`src/rtl/wv_pkg.sv`:
```
package wv_pkg;
    // number of four-vote groups for a given vote count
    function automatic int grp_count(input int votes);
        return (votes + 3) / 4;
    endfunction

    // pipelined adder tree depth for a given group count
    function automatic int tree_depth(input int groups);
        return (groups > 1) ? $clog2(groups) : 0;
    endfunction
endpackage

```
`src/rtl/wv_group_lut.sv`:
```
module wv_group_lut #(
    parameter int COEF_W = 8,
    parameter int SUM_W  = 12,
    parameter logic [4*COEF_W-1:0] GCOEFS = '0
) (
    input  logic                     clk,
    input  logic                     rst,
    input  logic                     in_valid,
    input  logic [3:0]               votes,
    output logic                     out_valid,
    output logic signed [SUM_W-1:0]  psum
);
    localparam int SLOTS = 16;

    function automatic logic signed [SUM_W-1:0] coef_ext(input int k);
        logic [COEF_W-1:0] c;
        c = GCOEFS[k*COEF_W +: COEF_W];
        return {{(SUM_W-COEF_W){c[COEF_W-1]}}, c};
    endfunction

    function automatic logic signed [SUM_W-1:0] slot_value(input int addr);
        logic signed [SUM_W-1:0] acc;
        acc = '0;
        for (int k = 0; k < 4; k++) begin
            if (((addr >> k) & 1) == 1) acc = acc + coef_ext(k);
            else                        acc = acc - coef_ext(k);
        end
        return acc;
    endfunction

    function automatic logic signed [SUM_W-1:0] abs_total();
        logic signed [SUM_W-1:0] acc;
        acc = '0;
        for (int k = 0; k < 4; k++) begin
            if (coef_ext(k) < 0) acc = acc - coef_ext(k);
            else                 acc = acc + coef_ext(k);
        end
        return acc;
    endfunction

    localparam logic signed [SUM_W-1:0] GROUP_ABS = abs_total();

    logic signed [SUM_W-1:0] table_w [SLOTS];

    for (genvar e = 0; e < SLOTS; e++) begin : g_slot
        localparam logic signed [SUM_W-1:0] SLOT_VAL = slot_value(e);
        assign table_w[e] = SLOT_VAL;
    end

    always_ff @(posedge clk) begin
        if (rst) begin
            out_valid <= 1'b0;
            psum      <= '0;
        end else begin
            out_valid <= in_valid;
            if (in_valid) psum <= table_w[votes];
        end
    end

    // a group's partial sum never exceeds the magnitude of its coefficients
    p_group_bound_r5: assert property (@(posedge clk) disable iff (rst)
        out_valid |-> (psum <= GROUP_ABS && psum >= -GROUP_ABS));
endmodule

```
`src/rtl/wv_adder_tree.sv`:
```
module wv_adder_tree #(
    parameter int N_IN  = 3,
    parameter int SUM_W = 12
) (
    input  logic                     clk,
    input  logic                     rst,
    input  logic                     in_valid,
    input  logic [N_IN*SUM_W-1:0]    in_vals,
    output logic                     out_valid,
    output logic signed [SUM_W-1:0]  out_sum
);
    localparam int DEPTH = wv_pkg::tree_depth(N_IN);

    if (DEPTH == 0) begin : g_pass
        assign out_valid = in_valid;
        assign out_sum   = in_vals[SUM_W-1:0];
    end else begin : g_tree
        localparam int LEAVES = 1 << DEPTH;
        localparam int INNER  = LEAVES - 1;

        logic signed [SUM_W-1:0] node_v [INNER + LEAVES];
        logic signed [SUM_W-1:0] node_q [INNER];
        logic                    stage_vld [DEPTH + 1];

        assign stage_vld[0] = in_valid;

        for (genvar s = 0; s < DEPTH; s++) begin : g_vld
            always_ff @(posedge clk) begin
                if (rst) stage_vld[s+1] <= 1'b0;
                else     stage_vld[s+1] <= stage_vld[s];
            end
        end

        for (genvar lf = 0; lf < LEAVES; lf++) begin : g_leaf
            if (lf < N_IN) begin : g_used
                assign node_v[INNER + lf] = in_vals[lf*SUM_W +: SUM_W];
            end else begin : g_zero
                assign node_v[INNER + lf] = '0;
            end
        end

        for (genvar n = 0; n < INNER; n++) begin : g_node
            localparam int NODE_DEPTH = $clog2(n + 2) - 1;
            localparam int STAGE      = DEPTH - 1 - NODE_DEPTH;
            always_ff @(posedge clk) begin
                if (rst)                   node_q[n] <= '0;
                else if (stage_vld[STAGE]) node_q[n] <= node_v[2*n+1] + node_v[2*n+2];
            end
            assign node_v[n] = node_q[n];
        end

        assign out_valid = stage_vld[DEPTH];
        assign out_sum   = node_v[0];
    end
endmodule

```
`src/rtl/wv_boost_vote.sv`:
```
module wv_boost_vote #(
    parameter int N_VOTES = 10,
    parameter int COEF_W  = 8,
    parameter logic [N_VOTES*COEF_W-1:0] COEFS =
        {8'd8, 8'd12, 8'd35, 8'd25, 8'd15, 8'd5, 8'd40, 8'd30, 8'd20, 8'd10},
    localparam int N_GRP = wv_pkg::grp_count(N_VOTES),
    localparam int SUM_W = COEF_W + 2 + wv_pkg::tree_depth(N_GRP)
) (
    input  logic               clk,
    input  logic               rst,
    input  logic               in_valid,
    input  logic [N_VOTES-1:0] in_votes,
    output logic               out_valid,
    output logic               out_class,
    output logic [SUM_W-1:0]   out_score
);
    localparam int LANES   = N_GRP * 4;
    localparam int LATENCY = 2 + wv_pkg::tree_depth(N_GRP);
    localparam logic [LANES*COEF_W-1:0] COEFS_PAD = (LANES*COEF_W)'(COEFS);

    function automatic logic signed [SUM_W-1:0] total_abs();
        logic signed [SUM_W-1:0] acc;
        logic [COEF_W-1:0]       c;
        acc = '0;
        for (int i = 0; i < N_VOTES; i++) begin
            c = COEFS[i*COEF_W +: COEF_W];
            if (c[COEF_W-1]) acc = acc - {{(SUM_W-COEF_W){1'b1}}, c};
            else             acc = acc + {{(SUM_W-COEF_W){1'b0}}, c};
        end
        return acc;
    endfunction

    localparam logic signed [SUM_W-1:0] SCORE_ABS = total_abs();

    logic [LANES-1:0]        votes_pad;
    logic [N_GRP-1:0]        grp_vld;
    logic [N_GRP*SUM_W-1:0]  grp_sums;
    logic                    tree_vld;
    logic signed [SUM_W-1:0] tree_sum;

    assign votes_pad = LANES'(in_votes);

    for (genvar g = 0; g < N_GRP; g++) begin : g_grp
        logic signed [SUM_W-1:0] psum_g;
        wv_group_lut #(
            .COEF_W (COEF_W),
            .SUM_W  (SUM_W),
            .GCOEFS (COEFS_PAD[g*4*COEF_W +: 4*COEF_W])
        ) u_lut (
            .clk       (clk),
            .rst       (rst),
            .in_valid  (in_valid),
            .votes     (votes_pad[g*4 +: 4]),
            .out_valid (grp_vld[g]),
            .psum      (psum_g)
        );
        assign grp_sums[g*SUM_W +: SUM_W] = psum_g;
    end

    wv_adder_tree #(
        .N_IN  (N_GRP),
        .SUM_W (SUM_W)
    ) u_tree (
        .clk       (clk),
        .rst       (rst),
        .in_valid  (grp_vld[0]),
        .in_vals   (grp_sums),
        .out_valid (tree_vld),
        .out_sum   (tree_sum)
    );

    always_ff @(posedge clk) begin
        if (rst) begin
            out_valid <= 1'b0;
            out_class <= 1'b0;
            out_score <= '0;
        end else begin
            out_valid <= tree_vld;
            if (tree_vld) begin
                out_score <= tree_sum;
                out_class <= ~tree_sum[SUM_W-1];
            end
        end
    end

    // class agrees with the sign of the reported score, zero counted positive
    p_class_sign_r3: assert property (@(posedge clk) disable iff (rst)
        out_valid |-> (out_class == ($signed(out_score) >= 0)));

    // the score stays within the sum of coefficient magnitudes
    p_no_overflow_r5: assert property (@(posedge clk) disable iff (rst)
        out_valid |-> ($signed(out_score) <= SCORE_ABS && $signed(out_score) >= -SCORE_ABS));

    // each result traces back to an accepted vector LATENCY cycles earlier
    p_latency_r4: assert property (@(posedge clk) disable iff (rst)
        out_valid |-> $past(in_valid, LATENCY));

    // outputs hold while no result is presented
    p_hold_idle_r6: assert property (@(posedge clk) disable iff (rst)
        !out_valid |-> ($stable(out_score) && $stable(out_class)));
endmodule

```
`config.mk`:
```
export PLATFORM = sky130hd
export DESIGN_NAME = wv_boost_vote
export DESIGN_NICKNAME = d
export VERILOG_FILES = /design/src/rtl/wv_pkg.sv /design/src/rtl/wv_group_lut.sv /design/src/rtl/wv_adder_tree.sv /design/src/rtl/wv_boost_vote.sv
export SDC_FILE = /design/constraint.sdc
export NUM_CORES = 1
export LEC_CHECK = 0
export BUFFER_PORTS_ARGS = -buffer_cell sky130_fd_sc_hd__buf_2
export CAP_MARGIN = 10
export CORE_ASPECT_RATIO = 1.2
export CORE_MARGIN = 10
export CORE_UTILIZATION = 55
export DETAILED_ROUTE_END_ITERATION = 10
export MAX_ROUTING_LAYER = met4
export PLACE_DENSITY = 0.72
export SYNTH_ARGS = -nofsm -noshare
export SYNTH_HDL_FRONTEND = slang
export SYNTH_SLANG_ARGS = --single-unit
```
`constraint.sdc`:
```
create_clock -name clk -period 2.8 [get_ports clk]
set_input_delay 0.14 -clock clk [delete_from_list [all_inputs] [get_ports clk]]
set_output_delay 0.14 -clock clk [all_outputs]
set_load 0.1 [all_outputs]
```
==> flow_summary_export.csv, run 1 <==
group,metric,value,unit
floorplan,fp.coreArea,0.00530,sq mm
route,drc,0,
power,ir_drop,325,uV
global_route,globalRouteTotalUtil,0.132,
floorplan,die_w,87.5,um
setup_path,worstPathArrival,2.34,ns
timing,worst_pin_slew,0.700,ns
power,netSwitchingFraction,0.258,
logic_synthesis,syn-num-nets,334,
finish,drive_gt1_frac,0.150,
setup_path,path_cells,"ha_1 -> a21o_1 -> a21oi_1 -> a211oi_1 -> or3_1 -> a21oi_1",
setup_path,crit_path_end_kind,"flop",
cts,cts.sinks,57,
route,firstDrtPassIters,4,
timing,rsz0062_at_grt,"no",
placement,dp_hpwl,4020,um
timing,slew_headroom,0.532,
setup_path,reg2reg_depth,6,
timing,final.min_clock_period,2.16,ns
floorplan,die_h,101,um
logic_synthesis,synth.most_common_cell,"nor2_1",
finish,area_growth,11.3,%
timing,setup_tns,0,ns
hold_path,hp-start,"in_votes[9]",
setup_path,r2r_start,"u_tree.g_tree.node_q[2][10]",
hold_path,hold_path.class,"input port to flop",
global_route,antenna_found_initial,0,
run_status,outcome,"finished, final reports clean",
power,p_switching,492,uW
timing,final_max_slew_viol_count,0,
global_route,overflow,0,
route,wirelength,5180,um
logic_synthesis,syn_avg_cell_area,10.3,sq um
setup_path,cp_max_fo,9,
route,drt-initial-drc-count,39,
setup_path,cp.required,2.98,ns
setup_path,start_kind,"flop",
timing,post-route-period-util,0.770,
cts,clk_pin_slew,0.06,ns
power,clkPwrFrac,0.365,
route,wire_per_inst,13.6,um
logic_synthesis,netlist_instances,292,
logic_synthesis,synth_top_cell_by_area,"edfxtp_1",
finish,antenna_cells,0,
cts,cts_buffers,9,
setup_path,cp_slowest_stage_delay,0.54,ns
logic_synthesis,ys_types,41,
cts,cts_root_buf,"clkbuf_8",
placement,gp_congestion,0.777,
timing,setup_viol_count_final,0,
logic_synthesis,synth_edf_count,25,
global_route,grt_first_pass_wirelength,8980,um
route,ant_nets,0,
floorplan,ios,27,
timing,clock_skew,0.00914,ns
logic_synthesis,synth_top_area_share,0.249,
logic_synthesis,yosys_warnings,0,
finish,fin_util,0.632,
power,pwr-share-comb,0.142,
route,vias,2070,
placement,place_area,0.00316,sq mm
cts,cts_tree,"built",
timing,max_freq,464,MHz
global_route,use_met2,0.239,
logic_synthesis,synth.area.top_cells,"edfxtp_1 (25%), dfxtp_1 (21%), ha_1 (11%)",
timing,final_hold_viol_count,0,
global_route,met3_usage,0.0534,
flow_run,drv_cap,0,
finish,nets,357,
floorplan,start_util,0.568,
hold_path,whs_endpoint,"g_grp[2].u_lut.psum[4]",
cts,cts_resized,0,
global_route,grt_max_degree,25,
global_route,use_met1,0.114,
placement,io_buffers,25,
hold_path,min_path_cells,3,
global_route,grt_pass1_vias,2120,
route,avgViaCountPerCell,5.42,
logic_synthesis,dominantRegCellSynth,"dfxtp_1",
setup_path,reg2reg_slack,0.64,ns
power,power_leakage,0.00145,uW
cts,clk-insertion-delay-late,0.34,ns
logic_synthesis,synth_common_cells,"nor2_1 (43), dfxtp_1 (32), ha_1 (27)",
logic_synthesis,ys_async_sr_fraction,0,
logic_synthesis,syn_area,0.00301,sq mm
power,powerDensity,569,mW/mm^2
floorplan,rows,29,
setup_path,path_class,"flop to flop",
logic_synthesis,seq_area_frac_synth,0.462,
cts,h-tree-depth,3,
power,intPower,1410,uW
global_route,busiest_layer,"met2",
floorplan,die-area,0.00884,sq mm
setup_path,cp_slowest_cell,"edfxtp_1",
setup_path,r2r_end,"u_tree.g_tree.node_q[0][11]",
cts,clockBufferDepth,2,
setup_path,cpMostUsedCell,"a21oi_1",
power,seqPwrFrac,0.493,
logic_synthesis,ys_seq_elements,57,
finish,design_area,0.00335,sq mm
[worst max-delay path: cells and delay by family, from the launching register on]
family	cells	cell delay, ns
AO/OA/AOI/OAI	4	0.67
adder cells (fa/ha/maj)	1	0.43
flip-flops	1	0.54
AND/OR/NAND/NOR	1	0.37
[cells by family (layout without fill, tap and decap cells)]
logic type	after synthesis	count (layout)	share of synthesized area
AND/OR/NAND/NOR	91	91	0.152
flip-flops	57	57	0.462
AO/OA/AOI/OAI	50	50	0.107
buffers and inverters	31	59	0.0416
adder cells (fa/ha/maj)	29	29	0.126
multiplexers	24	24	0.0844
XOR/XNOR	9	9	0.0262
other	1	1	0.00125
[worst max path at each step]
stage	depth (start not counted)	slack, ns	endpoint	startpoint
2_1_floorplan	6	0.82	u_tree.g_tree.node_q[0][11]	u_tree.g_tree.node_q[2][10]
3_3_place_gp	6	0.72	u_tree.g_tree.node_q[0][11]	u_tree.g_tree.node_q[2][10]
3_5_place_dp	6	0.67	u_tree.g_tree.node_q[0][11]	u_tree.g_tree.node_q[2][10]
4_1_cts	6	0.64	u_tree.g_tree.node_q[0][11]	u_tree.g_tree.node_q[2][10]
5_1_grt	6	0.51	u_tree.g_tree.node_q[0][11]	u_tree.g_tree.node_q[2][10]
6_report	6	0.64	u_tree.g_tree.node_q[0][11]	u_tree.g_tree.node_q[2][10]
[registers in the layout, summed over array words and instances, names as in the netlist]
signal,flops
u_tree.g_tree.node_q,25
out_class,1
g_grp.u_lut.out_valid,1
out_score,11
u_tree.g_tree.stage_vld,1
u_tree.out_valid,1
g_grp.u_lut.psum,16
out_valid,1
[metal layers]
metal  share of wire  wire length, um
met5               0                0
met2            0.53             2760
met4           0.025              129
met3           0.056              291
met1            0.39             2000
[power by group through the flow]
| stage | clock [uW] | sequential [uW] | combinational [uW] |
|---|---|---|---|
| 3_5_place_dp | 0 | 958 | 271 |
| 2_1_floorplan | 0 | 970 | 199 |
| 5_1_grt | 753 | 944 | 304 |
| 6_report | 695 | 939 | 270 |
| 3_3_place_gp | 0 | 956 | 262 |
| 4_1_cts | 710 | 940 | 273 |
[layout by cell type, fill, tap and decap left out, types with 10 or more instances in the layout]
cell type  Yosys  layout
a211oi_1      10      10
a21oi_1       16      16
buf_2          4      25
clkbuf_8       0      12
dfxtp_1       32      32
edfxtp_1      25      25
ha_1          27      27
inv_1         16      16
mux2i_1       22      22
nor2_1        43      43
[timing repair]
action                    CTS  global route
hold endpoints to repair    1             0
hold buffers                1             0
setup buffers               0             0
[metrics by stage]
| stage | hold WS (ns) | power [uW] | worst slack [ns] | std cells |
|---|---|---|---|---|
| floorplan | 0.239 | 1170 | 0.816 | 292 |
| global placement | 0.332 | 1220 | 0.724 | 365 |
| detailed placement | 0.329 | 1230 | 0.666 | 365 |
| CTS | 0.0365 | 1920 | 0.639 | 382 |
| global route | 0.0524 | 2000 | 0.513 | 382 |
| finish | 0.0478 | 1900 | 0.644 | 382 |
[layout make-up]
cell class / count / area [sq um]
flip-flops and latches: 57 / 1390
inverters: 16 / 60.1
repair buffers: 27 / 143
fillers: 437 / 1950
clock inverters: 3 / 15.0
clock buffers: 13 / 169
multi-input cells: 204 / 1490
well taps: 62 / 77.6
(Power assumes the default switching activity.)
==> run 2: changes to the inputs <==
==> constraint.sdc (replaced) <==
create_clock -name clk -period 2 [get_ports clk]
set_input_delay 0.1 -clock clk [delete_from_list [all_inputs] [get_ports clk]]
set_output_delay 0.1 -clock clk [all_outputs]
set_load 0.1 [all_outputs]
==> flow_summary_export.csv, run 2 (synthesis results as in run 1) <==
group,metric,value,unit
run_status,outcome,"complete, but fails checks",
run_status,violations,"negative setup slack",
cts,cts_buffers,9,
global_route,grt_first_pass_wirelength,8660,um
finish,regArea,0.00139,sq mm
floorplan,fp.coreArea,0.00530,sq mm
timing,clock_skew,0.00679,ns
global_route,grt_max_degree,25,
timing,setup_tns,-0.0160,ns
power,clkPwrFrac,0.341,
route,wire_per_inst,13.4,um
power,intPower,1910,uW
finish,antenna_cells,0,
route,ant_nets,0,
setup_path,cp.required,2.18,ns
timing,max_freq,497,MHz
flow_run,drv_cap,0,
global_route,globalRouteTotalUtil,0.127,
finish,largest_reg_flops,25,
route,wirelength,5210,um
placement,io_buffers,25,
timing,final.min_clock_period,2.01,ns
cts,cts_tree,"built",
cts,clockBufferDepth,2,
finish,area_growth,13.3,%
placement,gp_congestion,0.781,
finish,nets,365,
route,drc,0,
floorplan,start_util,0.568,
floorplan,die_h,101,um
route,firstDrtPassIters,4,
route,avgViaCountPerCell,5.34,
finish,reg.largest.list,"u_tree.g_tree.node_q (25), g_grp.u_lut.psum (16), out_score (11)",
finish,multi_input_comb_area,0.00151,sq mm
finish,final_cell_mix,"nor2_1 (43), dfxtp_1 (32), ha_1 (26), buf_2 (25), edfxtp_1 (25)",
route,vias,2082,
cts,clk-insertion-delay-late,0.33,ns
power,powerDensity,761,mW/mm^2
power,ir_drop,344,uV
finish,max_flop_register,"u_tree.g_tree.node_q",
power,power_leakage,0.00148,uW
setup_path,crit_path_end_kind,"flop",
cts,h-tree-depth,3,
timing,rsz0062_at_grt,"yes",
timing,final_max_slew_viol_count,0,
setup_path,cp_max_fo,2,
timing,timing.final.ws_setup,-0.0116,ns
route,drt-initial-drc-count,38,
setup_path,start_kind,"flop",
hold_path,hold_path.class,"input port to flop",
finish,drive_gt1_frac,0.177,
finish,fin_util,0.644,
setup_path,worstPathArrival,2.19,ns
power,pwr-share-comb,0.153,
global_route,overflow,0,
setup_path,path_class,"flop to flop",
cts,clk_pin_slew,0.06,ns
floorplan,die-area,0.00884,sq mm
cts,cts_root_buf,"clkbuf_8",
timing,setup_viol_count_final,2,
timing,final_hold_viol_count,0,
setup_path,r2r_start,"u_tree.g_tree.node_q[2][2]",
placement,dp_hpwl,3910,um
floorplan,die_w,87.5,um
finish,n_fill_cell,452,
power,p_switching,683,uW
power,netSwitchingFraction,0.263,
floorplan,ios,27,
power,seqPwrFrac,0.506,
timing,worst_pin_slew,0.695,ns
global_route,antenna_found_initial,0,
global_route,grt_pass1_vias,2063,
setup_path,startpoint,"u_tree.g_tree.node_q[2][2]",
floorplan,rows,29,
hold_path,hp-start,"in_votes[1]",
timing,post-route-period-util,1.01,
timing,slew_headroom,0.536,
cts,cts.sinks,57,
finish,layout_commonest_cell,"nor2_1",
## run 2: changes by cell type in the layout (fill, tap and decap cells not counted), moves of 2 or more
cell,previous run,this run
buf_4,1,8
clkbuf_8,12,10
clkinv_1,0,3
nor3_1,6,4
nor3_2,0,2
## run 2: repair_timing
action,CTS,global route
gates resized for setup,4,2
setup endpoints to repair,3,4
hold buffers,2,0
buffers inserted,0,0
endpoints found under the hold margin,2,0
cloned,0,0
## run 2: worst max-delay path, cell delays in order (launching register included)
cell and delay [ns]:
edfxtp_1 0.38, ha_2 0.21, inv_2 0.05, fa_2 0.21, nor2b_4 0.04, o31a_1 0.27
o41a_1 0.35, o21a_1 0.20, nor3_2 0.14
## run 2: final cells by class
cell class,count,share of cell area
timing repair buffer,35,0.0602
sequential,57,0.408
inverter,16,0.0176
clock inverter,5,0.00624
multi-input combinational,204,0.444
clock buffer,11,0.0415
tap,62,0.0228
## run 2: power by group through the flow
stage               logic (uW)  clock network, uW  registers, uW
floorplan                  278                  0           1360
global placement           380                  0           1340
detailed placement         388                  0           1340
CTS                        398                909           1310
global route               448                948           1320
finish                     398                884           1310
## run 2: worst paths after layout
check | to | slack (ns) | cells after the start
worst min register to register | g_grp[2].u_lut.psum[2] | 0.46 | 2
worst max register to register | u_tree.g_tree.node_q[0][10] | -0.01 | 8
worst min-delay path | g_grp[0].u_lut.psum[3] | 0.15 | 4
worst max-delay path | u_tree.g_tree.node_q[0][10] | -0.01 | 8
## run 2: per-layer routing
metal | routed length [um] | part of all wire | global-route usage | vias to the layer above
li1 | - | - | - | 1080
met2 | 2770 | 0.53 | 0.223 | 39
met4 | 105 | 0.020 | 0.0885 | 0
met1 | 2080 | 0.40 | 0.118 | 951
met5 | 0 | 0 | - | -
met3 | 255 | 0.049 | 0.0283 | 12
## run 2: per-stage QoR
step	hold WS [ns]	std cells	total power [uW]	setup WS, ns	instance area (sq um)
floorplan	0.199	292	1640	0.0159	3010
global placement	0.294	372	1720	0.0214	3210
detailed placement	0.293	372	1730	-0.0323	3210
CTS	0.146	390	2620	-0.00571	3400
global route	0.205	390	2720	-0.122	3410
finish	0.154	390	2590	-0.0116	3410
